`src/rtl/icr_pkg.sv`:
```
package icr_pkg;
    localparam int CAUSE_W      = 3;
    localparam int CAUSE_OPCODE = 0;
    localparam int CAUSE_WREG   = 1;
    localparam int CAUSE_FLOW   = 2;

    typedef enum logic {
        ST_WATCH  = 1'b0,
        ST_ASSERT = 1'b1
    } icr_state_e;
endpackage

```
`src/rtl/icr_opcode_chk.sv`:
```
module icr_opcode_chk #(
    parameter int              WORD_W     = 24,
    parameter int              OP_W       = 8,
    parameter logic [OP_W-1:0] ILLEGAL_OP = 8'h3F
) (
    input  logic              fetch_vld,
    input  logic [WORD_W-1:0] fetch_word,
    output logic              hit
);
    localparam int OP_LSB = WORD_W - OP_W;

    logic unused_low_bits;
    assign unused_low_bits = ^fetch_word[OP_LSB-1:0];

    always_comb begin
        hit = fetch_vld && (fetch_word[WORD_W-1:OP_LSB] == ILLEGAL_OP);
    end
endmodule

```
`src/rtl/icr_wreg_track.sv`:
```
module icr_wreg_track #(
    parameter int NUM_REG    = 16,
    parameter bit EXEMPT_TOP = 1'b1,
    localparam int IDX_W     = $clog2(NUM_REG)
) (
    input  logic             clk,
    input  logic             rst_n,
    input  logic             wr_vld,
    input  logic [IDX_W-1:0] wr_idx,
    input  logic             ptr_vld,
    input  logic [IDX_W-1:0] ptr_idx,
    output logic             hit
);
    logic [NUM_REG-1:0] init_flag;

    for (genvar g = 0; g < NUM_REG; g++) begin : g_reg
        if (EXEMPT_TOP && (g == NUM_REG - 1)) begin : g_exempt
            assign init_flag[g] = 1'b1;
        end else begin : g_tracked
            logic written_q;
            always_ff @(posedge clk or negedge rst_n) begin
                if (!rst_n) begin
                    written_q <= 1'b0;
                end else if (wr_vld && (wr_idx == IDX_W'(g))) begin
                    written_q <= 1'b1;
                end
            end
            assign init_flag[g] = written_q;
        end
    end

    logic same_cycle_write;

    always_comb begin
        same_cycle_write = wr_vld && (wr_idx == ptr_idx);
        hit = ptr_vld && !init_flag[ptr_idx] && !same_cycle_write;
    end
endmodule

```
`src/rtl/icr_flow_guard.sv`:
```
module icr_flow_guard #(
    parameter int ADDR_W    = 24,
    parameter int NUM_SEG   = 2,
    parameter int NUM_ENTRY = 2
) (
    input  logic                                         pc_load,
    input  logic [ADDR_W-1:0]                            pc_target,
    input  logic [NUM_SEG-1:0][ADDR_W-1:0]               seg_lo,
    input  logic [NUM_SEG-1:0][ADDR_W-1:0]               seg_hi,
    input  logic [NUM_SEG-1:0][NUM_ENTRY-1:0][ADDR_W-1:0] seg_entry,
    output logic                                         hit
);
    logic [NUM_SEG-1:0] restricted;

    for (genvar s = 0; s < NUM_SEG; s++) begin : g_seg
        logic                 in_seg;
        logic [NUM_ENTRY-1:0] entry_match;

        for (genvar e = 0; e < NUM_ENTRY; e++) begin : g_entry
            assign entry_match[e] = (pc_target == seg_entry[s][e]);
        end

        always_comb begin
            in_seg        = (pc_target >= seg_lo[s]) && (pc_target <= seg_hi[s]);
            restricted[s] = in_seg && !(|entry_match);
        end
    end

    always_comb begin
        hit = pc_load && (|restricted);
    end
endmodule

```
`src/rtl/icr_reset_ctrl.sv`:
```
module icr_reset_ctrl
    import icr_pkg::*;
#(
    parameter int ADDR_W    = 24,
    parameter int WORD_W    = 24,
    parameter int NUM_REG   = 16,
    parameter int NUM_SEG   = 2,
    parameter int NUM_ENTRY = 2,
    localparam int IDX_W    = $clog2(NUM_REG)
) (
    input  logic                                         clk,
    input  logic                                         rst_n,
    input  logic                                         fetch_vld,
    input  logic [WORD_W-1:0]                            fetch_word,
    input  logic                                         wr_vld,
    input  logic [IDX_W-1:0]                             wr_idx,
    input  logic                                         ptr_vld,
    input  logic [IDX_W-1:0]                             ptr_idx,
    input  logic                                         pc_load,
    input  logic [ADDR_W-1:0]                            pc_target,
    input  logic [NUM_SEG-1:0][ADDR_W-1:0]               seg_lo,
    input  logic [NUM_SEG-1:0][ADDR_W-1:0]               seg_hi,
    input  logic [NUM_SEG-1:0][NUM_ENTRY-1:0][ADDR_W-1:0] seg_entry,
    output logic                                         rst_req,
    output logic [CAUSE_W-1:0]                           cause
);
    logic [CAUSE_W-1:0] hit_vec;
    logic [CAUSE_W-1:0] cause_q;
    icr_state_e         state_q;
    icr_state_e         state_d;

    icr_opcode_chk #(.WORD_W(WORD_W)) u_opcode (
        .fetch_vld  (fetch_vld),
        .fetch_word (fetch_word),
        .hit        (hit_vec[CAUSE_OPCODE])
    );

    icr_wreg_track #(.NUM_REG(NUM_REG)) u_wreg (
        .clk     (clk),
        .rst_n   (rst_n),
        .wr_vld  (wr_vld),
        .wr_idx  (wr_idx),
        .ptr_vld (ptr_vld),
        .ptr_idx (ptr_idx),
        .hit     (hit_vec[CAUSE_WREG])
    );

    icr_flow_guard #(
        .ADDR_W    (ADDR_W),
        .NUM_SEG   (NUM_SEG),
        .NUM_ENTRY (NUM_ENTRY)
    ) u_flow (
        .pc_load   (pc_load),
        .pc_target (pc_target),
        .seg_lo    (seg_lo),
        .seg_hi    (seg_hi),
        .seg_entry (seg_entry),
        .hit       (hit_vec[CAUSE_FLOW])
    );

    // Next-state logic: fire on any hit, hold until device reset
    always_comb begin
        state_d = state_q;
        unique case (state_q)
            ST_WATCH:  if (|hit_vec) state_d = ST_ASSERT;
            ST_ASSERT: state_d = ST_ASSERT;
            default:   state_d = ST_WATCH;
        endcase
    end

    // State register
    always_ff @(posedge clk or negedge rst_n) begin
        if (!rst_n) begin
            state_q <= ST_WATCH;
        end else begin
            state_q <= state_d;
        end
    end

    // Cause capture on the fire transition only
    always_ff @(posedge clk or negedge rst_n) begin
        if (!rst_n) begin
            cause_q <= '0;
        end else if ((state_q == ST_WATCH) && (state_d == ST_ASSERT)) begin
            cause_q <= hit_vec;
        end
    end

    // Outputs
    always_comb begin
        rst_req = (state_q == ST_ASSERT);
        cause   = cause_q;
    end
endmodule

```
`config.mk`:
```
export PLATFORM = sky130hd
export DESIGN_NAME = icr_reset_ctrl
export DESIGN_NICKNAME = d
export VERILOG_FILES = /design/src/rtl/icr_pkg.sv /design/src/rtl/icr_opcode_chk.sv /design/src/rtl/icr_wreg_track.sv /design/src/rtl/icr_flow_guard.sv /design/src/rtl/icr_reset_ctrl.sv
export SDC_FILE = /design/constraint.sdc
export NUM_CORES = 1
export LEC_CHECK = 0
export ABC_AREA = 0
export BUFFER_PORTS_ARGS = -buffer_cell sky130_fd_sc_hd__buf_2
export CORE_UTILIZATION = 46
export DETAILED_ROUTE_END_ITERATION = 7
export GPL_TIMING_DRIVEN = 0
export PLACE_DENSITY = 0.84
export SYNTH_ARGS = -nofsm -noshare
export SYNTH_HDL_FRONTEND = slang
export SYNTH_SLANG_ARGS = --single-unit
```
`constraint.sdc`:
```
create_clock -name clk -period 2.3 [get_ports clk]
set_clock_uncertainty 0.2 [all_clocks]
set_input_delay 0.23 -clock clk [delete_from_list [all_inputs] [get_ports clk]]
set_output_delay 0.23 -clock clk [all_outputs]
set_load 0.01 [all_outputs]
```
# --- Word level (Yosys, flattened, before mapping) ---
# Index checks and enable logic that the tools add are counted.
classes:
  n_bitwise: 1
  order_cmp: 5
  muxes: 4
  eq_ne: 20
  reduce_logical: 34
ops:
  columns: ["operator", "count"]
  rows:
  - ["$eq 24x24->1", 4]
  - ["$ge 24x24->1", 2]
  - ["$le 24x24->1", 2]
  - ["$eq 4x4->1 const B", 7]
  - ["$logic_and 1x1->1", 25]
  - ["$eq 4x3->1 const B", 4]
  - ["$eq 4x2->1 const B", 2]
  - ["$eq 8x6->1 const B", 1]
  - ["$reduce_or 2->1", 3]
  - ["$lt 4x5->1 const B", 1]
  - ["$bmux 1 s4", 1]
  - ["$eq 4x1->1 const B", 1]
  - ["$eq 4x4->1", 1]
  - ["$logic_not 1->1", 4]
  - ["$logic_not 4->1", 1]
  - ["$reduce_or 3->1", 1]
  - ["$mux 1", 2]
  - ["$pmux 1 s2", 1]
  - ["$not 1->1", 1]
word_totals:
  wordCells: 81
  register_bits: 19
  input_bits: 254
  out_inout_bits: 4

# --- Longest topological paths before layout ---
# Gate-level depths: netlist of run 1.
depth:
  depth_word: 10
  depth_mapped: 11
  mapped_depth_nobuf: 10

# --- By module ---
# From an unflattened synthesis of run 1, not the netlist that was laid out.
hier_totals:
  cells_unflattened: 536
  area_unflattened_um2: 4399.2
modules_own_cells:
  columns: ["mod", "seq_area_each_um2", "cells_each", "area_each_um2", "n_inst"]
  rows:
  - ["icr_flow_guard", 0.0, 460, 3470.8, 1]
  - ["icr_wreg_track", 375.4, 61, 739.5, 1]
  - ["icr_reset_ctrl", 100.1, 12, 160.2, 1]
  - ["icr_opcode_chk", 0.0, 3, 28.8, 1]

# --- Worst setup path before layout of run 1 ---
# OpenSTA, ideal clock, no wires.
synth_path:
  kind: "input-to-reg"
  start: "input pc_target[0]"
  end: "register cause_q[0] (netlist: cause[0])"
  t_required_ns: 2.034
  arrival_time_ns: 2.263
  setup_slack_ns: -0.230
  cell_stages: 11
  path_buffers: 1
  setup_ns: 0.066
  cell_sequence: "clkbuf_1 inv_1 ha_1 nand2b_1 a21o_1 a211o_1 a211o_1 a31o_1 o211a_1 a21oi_2 a221o_1"
synth_between:
  elab_chain_len: 10
  elab_cells_between_ends: 22
  classes_between: "order compare (4); eq/ne (4); mux (2); reduce/logical (12)"
synth_lines:
  columns: ["item", "line_no", "source"]
  rows:
  - ["from (decl)", "icr_reset_ctrl.sv:20", "input logic [ADDR_W-1:0] pc_target,"]
  - ["branches (longest 4 deep; another with $ge 24x24->1)", null, null]
  - ["$reduce_or 2->1 *", "icr_flow_guard.sv:30", "hit = pc_load && (|restricted);"]
  - ["$logic_and 1x1->1 *", "icr_flow_guard.sv:30", null]
  - ["$reduce_or 3->1 *", "icr_reset_ctrl.sv:65", "ST_WATCH: if (|hit_vec) state_d = ST_ASSERT;"]
  - ["$mux 1 *", "icr_reset_ctrl.sv:65", null]
  - ["$pmux 1 s2 *", "icr_reset_ctrl.sv:64", "unique case (state_q)"]
  - ["$logic_and 1x1->1 *", "icr_reset_ctrl.sv:84", "end else if ((state_q == ST_WATCH) && (state_d == ST_ASSERT)) begin"]
  - ["to (signal assigned)", "icr_reset_ctrl.sv:85", "cause_q <= hit_vec;"]
  - ["to (decl)", "icr_reset_ctrl.sv:28", "logic [CAUSE_W-1:0] cause_q;"]
# Mark *: on every way between the ends.
# A chain may end at the register's enable or synchronous reset.

# --- Final worst setup path of run 1 ---
layout_path:
  start: "input pc_target[23]"
  end: "register cause_q[0] (netlist: cause[0])"
# Same word-level chain as after synthesis.

==> impl_metrics.toml, run 1 <==
[yosys]
seq_area_frac_synth_pct = 10.8
syn_area_per_cell_um2 = 8.16
synthTopCellsByCount = "ha_1, inv_1, xor2_1"
synth_area_um2 = 4390
ys_ff_latch = 19
synth_top_family_by_area = "adder cells"
synthSimpleGateAreaFrac_pct = 14.3
synthTopCellsByArea = "ha_1, xor2_1, dfrtp_1"
synthFlopType = "dfrtp_1"
synth-compound-area-share_pct = 17.0
yosysWarnings = 0
synth_top_cell_by_area = "ha_1"
synth_top_area_share_pct = 27.4
yosysMostFrequentCell = "ha_1"
synth_adder_area_share_pct = 27.4
netlist_instances = 538
synth.area.mux_share_pct = 2.17
postSynth.asyncResetShare_pct = 100
synth_cell_type_count = 47
synthesis.nets = 888
synth_xor_area_share_pct = 19.9
synth_enable_flop_cells = 0

[final_layout]
fin_util_pct = 64.9
num_antenna_cells = 0
fill_cells = 782
finalNetCount = 1133
area_delta_synth_final_pct = 36.6
drive_gt1_share_pct = 34.7

[min_path]
hold_path_class = "in -> reg"

[global_route]
overflow = 0
grt_max_degree = 20
grt_pass1_wl_mm = 23.1
grt_usage_pct = 30.2
antenna_found_initial = 0
grt_pass1_vias = 4945

[setup_path]
cp.arrival_ns = 2.16
worst-path-max-fanout = 8
slowest_stage = "a221o_1"
crit_path_start_kind = "input port"
r2r_slack_ns = 0.26
slowest_delay_ns = 0.32
critical_path.cell_chain = "buf_2, ha_1, nand4_1, nor2_1, a221oi_1, o21ai_1, o21ai_2, a21oi_4, a221o_1"
worst_ep_required_time_ns = 2.24
worstSetupPathType = "in -> reg"
endpoint_kind = "register"

[clock_network]
clk_latency_ns = 0.26
post_cts_buffers = 0
clk_path_buf_depth = 2
cts_tree = "yes"
clock-sinks = 19
clkTransAtPathRegs_ns = 0.07
cts_made_buffers = 3
cts_htree_levels = 1
root_buffer = "clkbuf_8"

[routing]
wirelength_mm = 15.1
first_pass_iters = 4
vias = 4862
wl_per_cell_um = 16.5
ant_nets = 0
drc = 0
vias_per_cell = 5.34
drt-initial-drc-count = 91

[die]
coreArea_um2 = 9240
row_count = 35
initial_utilization_pct = 47.5
dieWidth_um = 99.7
dieArea_um2 = 9940
io_pins = 258
die_h_um = 99.7

[sta]
fin_crit_sh_pct = 96.3
relSlewSlack_pct = 55.4
grt_setup_unrepaired = "yes"
finalHoldViolCount = 0
fin_setup_tns_ns = 0
holdWs_ns = 0.113
clock.fmax_mhz = 451
worst_slew_pin_slew_ns = 0.662
final-setup-viol-count = 0
slew_viol_final = 0
period_minus_slack_ns = 2.22

[outcome]
status = "finished clean"

[placement]
dp_hpwl_mm = 12.7
gp_congestion = 0.922
portBuffers = 239

[power_and_ir_drop]
p_leak_nw = 3.29
power.density_nw_per_um2 = 279
ir_drop_v = 0.000208

[run]
cap_violations = 0
critical path: cells and delay by family:
family / cells / cell delay (ns)
AND/OR/NAND/NOR: 2 / 0.24
AO/OA/AOI/OAI: 5 / 1.10
adder cells (fa/ha/maj): 1 / 0.31
buffers and inverters: 1 / 0.28
final timing paths:
check                                                         start  depth (start not counted)                             endpoint
min in group asynchronous                                     rst_n                          2                             cause[0]
worst min-delay path                                         wr_vld                          2  u_wreg.g_reg[5].g_tracked.written_q
worst max-delay path                                  pc_target[23]                          9                             cause[0]
worst max register to register  u_wreg.g_reg[3].g_tracked.written_q                          7                             cause[0]
max in group asynchronous                                     rst_n                          2  u_wreg.g_reg[0].g_tracked.written_q
worst min register to register  u_wreg.g_reg[9].g_tracked.written_q                          1  u_wreg.g_reg[9].g_tracked.written_q
final cells by class:
| class | instances | area [um^2] | area share [%] |
|---|---|---|---|
| Buffer | 3 | 40.0 | 0.668 |
| Clock buffer | 4 | 45.0 | 0.751 |
| Inverter | 94 | 360 | 6.01 |
| Multi-Input combinational cell | 422 | 3670 | 61.2 |
| Sequential cell | 19 | 475 | 7.93 |
| Tap cell | 129 | 161 | 2.69 |
| Timing Repair Buffer | 240 | 1240 | 20.7 |
through the flow:
step	instances	cell area [um^2]	power [W]	worst slack, ns
floorplan	538	4430	0.000960	0.0167
global placement	906	5790	0.00138	-0.473
detailed placement	906	5790	0.00141	-0.451
CTS	911	5950	0.00166	0.000260
global route	911	6000	0.00181	-0.00557
finish	911	6000	0.00168	0.0845
cells by family after synthesis:
group / count (synthesis)
flops: 19
mux: 5
simple gates: 112
buf+inv: 97
xor+xnor: 100
fa+ha+maj: 96
compound gates: 109
routing by layer:
layer | vias to the layer above | global-route usage, % | share of wire (%)
met3 | 49 | 2.46 | 4.8
met5 | - | 0 | 0
li1 | 2390 | - | -
met4 | 0 | 12.6 | 4.1
met2 | 203 | 56.9 | 51
met1 | 2220 | 34.7 | 40
timing repair:
item                                    4_1_cts  5_1_grt
cloned                                        0        0
gates resized for setup                      21       11
pin swaps                                     6       10
endpoints found under the setup margin        4        4
endpoints found under the hold margin        19        0
hold buffers                                  1        0
registers in the layout, summed over array words and instances, names as in the netlist:
register / flops
cause: 3
rst_req: 1
u_wreg.g.g_tracked.written_q: 15
cell usage in the layout, fill, tap and decap left out, types with 3 or more instances in the layout:
cell        n
nor3_1      4
a21oi_1    33
nor4_1     15
nor2b_1     6
clkbuf_4    4
ha_1       90
a21o_1     22
ha_4        6
clkbuf_8    3
nand2b_1    3
nor2_1     15
nand4_1    30
nand3b_1    3
nand3_1     4
o31ai_1     3
a31o_2      3
o21bai_1    5
dfrtp_1    19
o21ai_1     7
nand2_1    21
nor3_2      3
o21ai_0     8
a41o_1      4
buf_2     230
xnor2_1    41
xor2_1     59
inv_1      93
a211oi_1    4
buf_6       5
report_power, final:
| part | leakage [nW] | switching (W) | internal, W | total (W) |
|---|---|---|---|---|
| registers | 0.192 | 0.0000271 | 0.000386 | 0.000414 |
| clock network | 0.0228 | 0.000106 | 0.000123 | 0.000229 |
| logic | 3.08 | 0.000522 | 0.000511 | 0.00103 |
No activity file was read; power rests on OpenSTA's default activity.
==> inputs of run 2 (changes only) <==
--- a/config.mk
+++ b/config.mk
@@ -11,6 +11,7 @@
 export DETAILED_ROUTE_END_ITERATION = 7
 export GPL_TIMING_DRIVEN = 0
 export PLACE_DENSITY = 0.84
+export RECOVER_POWER = 25
 export SYNTH_ARGS = -nofsm -noshare
 export SYNTH_HDL_FRONTEND = slang
 export SYNTH_SLANG_ARGS = --single-unit
==> constraint.sdc (replaced) <==
create_clock -name clk -period 2.05 [get_ports clk]
set_clock_uncertainty 0.2 [all_clocks]
set_input_delay 0.205 -clock clk [delete_from_list [all_inputs] [get_ports clk]]
set_output_delay 0.205 -clock clk [all_outputs]
set_load 0.01 [all_outputs]
==> run 2 against run 1 <==
Net effect: the run now ends with setup timing left; cell count grew 2.3%; first-iteration DRC count grew 78%; critical path type unchanged; cell area grew 11%; largest power group unchanged; clock power grew 13%; worst setup slack lost 0.20 ns.
==> impl_metrics.toml, run 2 (synthesis results as in run 1) <==
[routing]
wirelength_mm = 17.6
first_pass_iters = 4
vias = 5211
drt-initial-drc-count = 162
drc = 0
ant_nets = 0
wl_per_cell_um = 18.8
vias_per_cell = 5.59

[placement]
gp_congestion = 0.885
dpl_cell_area_um2 = 5800
dp_hpwl_mm = 12.7
portBuffers = 239

[sta]
grt_setup_unrepaired = "yes"
final.setup.worst_slack_ns = -0.114
worst_slew_pin_slew_ns = 0.955
finalHoldViolCount = 0
slew_viol_final = 0
fin_crit_sh_pct = 106
relSlewSlack_pct = 36.3
period_minus_slack_ns = 2.16
clock.fmax_mhz = 462
final-setup-viol-count = 4
holdWs_ns = 0.103

[outcome]
violations = "setup timing"
status = "finished, violations left"

[clock_network]
clk_latency_ns = 0.26
clk_path_buf_depth = 2
clock-sinks = 19
cts_htree_levels = 1
cts_made_buffers = 3
root_buffer = "clkbuf_8"
clkTransAtPathRegs_ns = 0.07
cts_tree = "yes"

[setup_path]
cp.arrival_ns = 2.11
worst-path-max-fanout = 4
worst_ep_required_time_ns = 1.99
worstSetupPathType = "in -> reg"
slowest_stage = "a221o_1"
slowest_delay_ns = 0.33
crit_path_start_kind = "input port"
endpoint_kind = "register"
critical_path.cell_chain = "clkbuf_16, clkinv_8, ha_1, nor2_1, a21oi_2, o31ai_4, a2111oi_4, a211oi_2, nor3_2, a21oi_4, a221o_1"

[final_layout]
drive_gt1_share_pct = 41.0
regMostFlops = "u_wreg.g.g_tracked.written_q"
fill_cells = 666
post-route-cell-area_um2 = 6630
area_delta_synth_final_pct = 51.1
mostFrequentLayoutCell = "buf_2"
layout_common_cells = "buf_2, inv_1, ha_1"
finalNetCount = 1153
regArea_um2 = 475
largest_reg_flops = 15
multi_input_area_um2 = 4000

[global_route]
overflow = 0
antenna_found_initial = 1
grt_max_degree = 20
grt_usage_pct = 32.9
grt_pass1_wl_mm = 25.1
grt_pass1_vias = 5201

[power_and_ir_drop]
ir_drop_v = 0.000251
power.total_w = 0.00209
power.density_nw_per_um2 = 316
p_leak_nw = 3.46

[die]
coreArea_um2 = 9240
dieArea_um2 = 9940
die_h_um = 99.7
io_pins = 258
row_count = 35
dieWidth_um = 99.7
initial_utilization_pct = 47.5

[min_path]
hold_path_class = "in -> reg"

[run]
cap_violations = 0
[run 2: cell types whose count changed in the layout (fill, tap and decap cells not counted), moves of 5 or more]
cell	change
buf_12	+7
buf_2	-19
inv_1	-8
ha_4	+15
buf_6	+5
inv_2	+8
ha_1	-15
buf_4	+26
[run 2: path summary, 6_finish.rpt]
| kind | from | endpoint | slack (ns) | cells after the start |
|---|---|---|---|---|
| worst min register to register | u_wreg.g_reg[9].g_tracked.written_q | u_wreg.g_reg[9].g_tracked.written_q | 0.25 | 1 |
| max in group asynchronous | rst_n | u_wreg.g_reg[10].g_tracked.written_q | 0.67 | 2 |
| worst max register to register | u_wreg.g_reg[0].g_tracked.written_q | cause[0] | 0.03 | 7 |
| worst max-delay path | pc_target[0] | cause[1] | -0.11 | 11 |
| worst min-delay path | wr_idx[0] | u_wreg.g_reg[5].g_tracked.written_q | 0.10 | 2 |
| min in group asynchronous | rst_n | cause[0] | 0.40 | 2 |
[run 2: layout make-up]
cell class	count	area share, %
repair buffers	260	23.3
well taps	129	2.43
diodes	1	0.0377
plain buffers	3	0.604
flip-flops and latches	19	7.17
inverters	94	5.51
multi-input cells	422	60.3
clock buffers	4	0.679
[run 2: worst max-delay path: cells and delay by family]
kind            cells  cell delay (ns)
fa+ha+maj           1             0.27
compound gates      6             1.11
buf+inv             2             0.18
simple gates        2             0.34
[run 2: report_power, final]
part           switching (W)  internal [W]  total (W)
sequential         0.0000314      0.000434   0.000465
combinational       0.000683      0.000687    0.00137
clock               0.000121      0.000138   0.000259
[run 2: repair_timing]
item,in CTS,in global routing
pin swaps,24,24
endpoints found under the hold margin,19,0
endpoints found under the setup margin,4,4
buffers inserted,12,8
hold buffers,1,0
gates resized for setup,85,37
[run 2: layer usage]
layer	track usage (%)	share of wire (%)	vias to the layer above
met5	0	0	-
met4	17.1	5.9	0
met3	3.94	6.6	86
met2	62.0	51	281
met1	35.9	37	2414
li1	-	-	2430
[run 2: stage by stage]
stage / setup WS [ns] / TNS, ns / instances / utilization, %
2_1_floorplan: -0.188 / -0.740 / 538 / -
3_3_place_gp: -0.734 / -2.72 / 906 / 62.7
3_5_place_dp: -0.713 / -2.70 / 906 / 62.7
4_1_cts: -0.0652 / -0.190 / 923 / 69.1
5_1_grt: -0.200 / -0.745 / 932 / 71.8
6_report: -0.114 / -0.384 / 932 / 71.8
==> inputs of run 3 (changes only) <==
--- a/config.mk
+++ b/config.mk
@@ -5,12 +5,12 @@
 export SDC_FILE = /design/constraint.sdc
 export NUM_CORES = 1
 export LEC_CHECK = 0
-export ABC_AREA = 0
+export ABC_AREA = 1
 export BUFFER_PORTS_ARGS = -buffer_cell sky130_fd_sc_hd__buf_2
-export CORE_UTILIZATION = 46
+export CORE_UTILIZATION = 48
 export DETAILED_ROUTE_END_ITERATION = 7
 export GPL_TIMING_DRIVEN = 0
-export PLACE_DENSITY = 0.84
+export PLACE_DENSITY = 0.83
 export RECOVER_POWER = 25
 export SYNTH_ARGS = -nofsm -noshare
 export SYNTH_HDL_FRONTEND = slang
==> run 3 against run 2 <==
Net effect: the flow now finishes without violations; critical endpoint is now cause[2]; area after synthesis grew 20%; utilization shrank 6.7 points; critical path type unchanged; clock power up 6%; worst hold slack worse by 0.086 ns; cell area rose by 2.6%; via count grew 20%; sequential power is 9.9% lower.
==> impl_metrics.toml, run 3 <==
[power_and_ir_drop]
netSwitchingPower_w = 0.000804
comb_power_share_pct = 62.7
ir_drop_v = 0.000288
clockPowerShare_pct = 14.7
switching_share_pct = 43.3
power.density_nw_per_um2 = 273
p_leak_nw = 4.64
intPower_w = 0.00105
p_seq_share_pct = 22.5

[global_route]
use_met2_pct = 48.6
grt_usage_pct = 27.0
use_met1_pct = 32.7
busiest_layer = "met2"
grt_max_degree = 20
antenna_found_initial = 0
overflow = 0
met3_usage_pct = 3.89
grt_pass1_wl_mm = 24.6
grt_pass1_vias = 5779

[yosys]
synthesis.nets = 1324
syn_area_per_cell_um2 = 5.41
synth_top_cell_by_area = "nand2_1"
synth_enable_flop_cells = 0
netlist_instances = 974
postSynth.asyncResetShare_pct = 100
synthTopCellsByArea = "nand2_1, ha_1, inv_1"
synth_cell_type_count = 30
synthFlopType = "dfrtp_1"
seq_area_frac_synth_pct = 9.03
ys_ff_latch = 19
yosysMostFrequentCell = "nand2_1"
synth_top_area_share_pct = 26.4
synthTopCellsByCount = "nand2_1, inv_1, nor2_1"
yosysWarnings = 0
synth_area_um2 = 5270

[setup_path]
worst_ep_required_time_ns = 2.00
crit_path_end = "cause[2]"
r2r_start = "u_wreg.g_reg[14].g_tracked.written_q"
worst-path-max-fanout = 9
startpoint = "pc_target[15]"
endpoint_kind = "register"
worst_r2r_path_depth = 12
crit_path_start_kind = "input port"
cp.arrival_ns = 1.87
r2r_slack_ns = 0.36
r2r-end = "cause[2]"
worstSetupPathType = "in -> reg"

[routing]
first_pass_iters = 5
vias = 6244
drc = 0
wl_per_cell_um = 11.6
ant_nets = 0
vias_per_cell = 4.61
wirelength_mm = 15.7
drt-initial-drc-count = 330

[clock_network]
clk_path_buf_depth = 2
clkTransAtPathRegs_ns = 0.07
root_buffer = "clkbuf_8"
clk_latency_ns = 0.26
cts_made_buffers = 3
clock-sinks = 19
cts_tree = "yes"
cts_htree_levels = 1

[die]
dieArea_um2 = 11400
row_count = 37
coreArea_um2 = 10500
dieWidth_um = 107
die_h_um = 107
io_pins = 258
initial_utilization_pct = 50.3

[outcome]
status = "finished clean"

[sta]
fin_setup_tns_ns = 0
slew_viol_final = 0
period_minus_slack_ns = 1.92
final.setup.worst_slack_ns = 0.135
clock.fmax_mhz = 522
final-setup-viol-count = 0
finalHoldViolCount = 0
fin_crit_sh_pct = 93.4
worst_slew_pin_slew_ns = 1.11
relSlewSlack_pct = 25.9

[final_layout]
drive_gt1_share_pct = 24.2
area_delta_synth_final_pct = 29.3
regMostFlops = "u_wreg.g.g_tracked.written_q"
mostFrequentLayoutCell = "nand2_1"
num_antenna_cells = 0
finalNetCount = 1570
layout_common_cells = "nand2_1, buf_2, inv_1"
largest_reg_flops = 15
fill_cells = 1059

[run]
cap_violations = 0

[placement]
portBuffers = 239
dp_hpwl_mm = 13.6
pre_cts_slack_ns = -0.246
gp_congestion = 0.912

[min_path]
hold_path_class = "in -> reg"
[run 3: kinds of logic after synthesis]
kind of cell | after synthesis | share of synthesized area [%]
buffers and inverters | 237 | 17.0
AOI/OAI and AO/OA | 86 | 9.43
and+or+nand+nor | 514 | 38.1
DFF | 19 | 9.03
xor gates and xnor gates | 22 | 3.66
adders and majority gates | 96 | 22.8
[run 3: layout make-up]
type	count	area, um^2	area share [%]
Clock inverter	1	5.00	0.0735
Timing Repair Buffer	241	1220	18.0
Tap cell	136	170	2.50
Buffer	3	13.8	0.202
Clock buffer	3	41.3	0.607
Inverter	234	880	12.9
Sequential cell	19	475	6.98
Multi-Input combinational cell	718	4000	58.8
[run 3: how the worst min path moves through the flow]
stage          cells past startpoint  slack, ns                                  end     from
4_1_cts                            3       0.02                              rst_req  pc_load
5_1_grt                            3       0.03                              rst_req  pc_load
6_report                           3       0.02                              rst_req  pc_load
3_3_place_gp                       1      -0.04  u_wreg.g_reg[1].g_tracked.written_q    rst_n
2_1_floorplan                      0      -0.29                             cause[0]    rst_n
3_5_place_dp                       1      -0.02  u_wreg.g_reg[0].g_tracked.written_q    rst_n
[run 3: worst max-delay path: stages]
cell	delay [ns]
buf_2	0.17
ha_1	0.32
nand2_1	0.09
nor2_2	0.17
nand4_1	0.11
nor2_1	0.15
nand4_1	0.11
nand2_1	0.09
nand2_1	0.07
nand2_2	0.09
nand2_2	0.06
nand2_2	0.06
nand2_2	0.06
nand2_1	0.07
nand2_1	0.06
[run 3: routing by layer]
metal	part of all wire [%]	wire length (um)
met2	46	7270
met4	3.3	514
met3	6.3	984
met1	44	6900
met5	0	0
[run 3: power by group through the flow]
stage | clock (W) | sequential [W] | combinational, W
after floorplan | 0 | 0.000421 | 0.000658
after global placement | 0 | 0.000424 | 0.00110
after detailed placement | 0 | 0.000425 | 0.00113
after CTS | 0.000273 | 0.000418 | 0.00114
after global routing | 0.000290 | 0.000423 | 0.00135
final | 0.000274 | 0.000419 | 0.00117
[run 3: repair_timing]
action	in CTS	in global routing
endpoints found under the setup margin	0	3
hold endpoints to repair	19	0
gates resized for setup	0	23
setup buffers	0	1
hold buffers	1	0
[run 3: through the flow]
| step | area [um^2] | cells | total power (W) | hold slack (ns) | utilization (%) |
|---|---|---|---|---|---|
| 3_5_place_dp | 6630 | 1349 | 0.00156 | -0.0173 | 63.4 |
| 2_1_floorplan | 5270 | 974 | 0.00108 | -0.291 | - |
| 4_1_cts | 6690 | 1354 | 0.00183 | 0.0214 | 63.9 |
| 5_1_grt | 6810 | 1355 | 0.00206 | 0.0276 | 65.1 |
| 3_3_place_gp | 6630 | 1349 | 0.00152 | -0.0362 | 63.4 |
| 6_report | 6810 | 1355 | 0.00186 | 0.0172 | 65.1 |
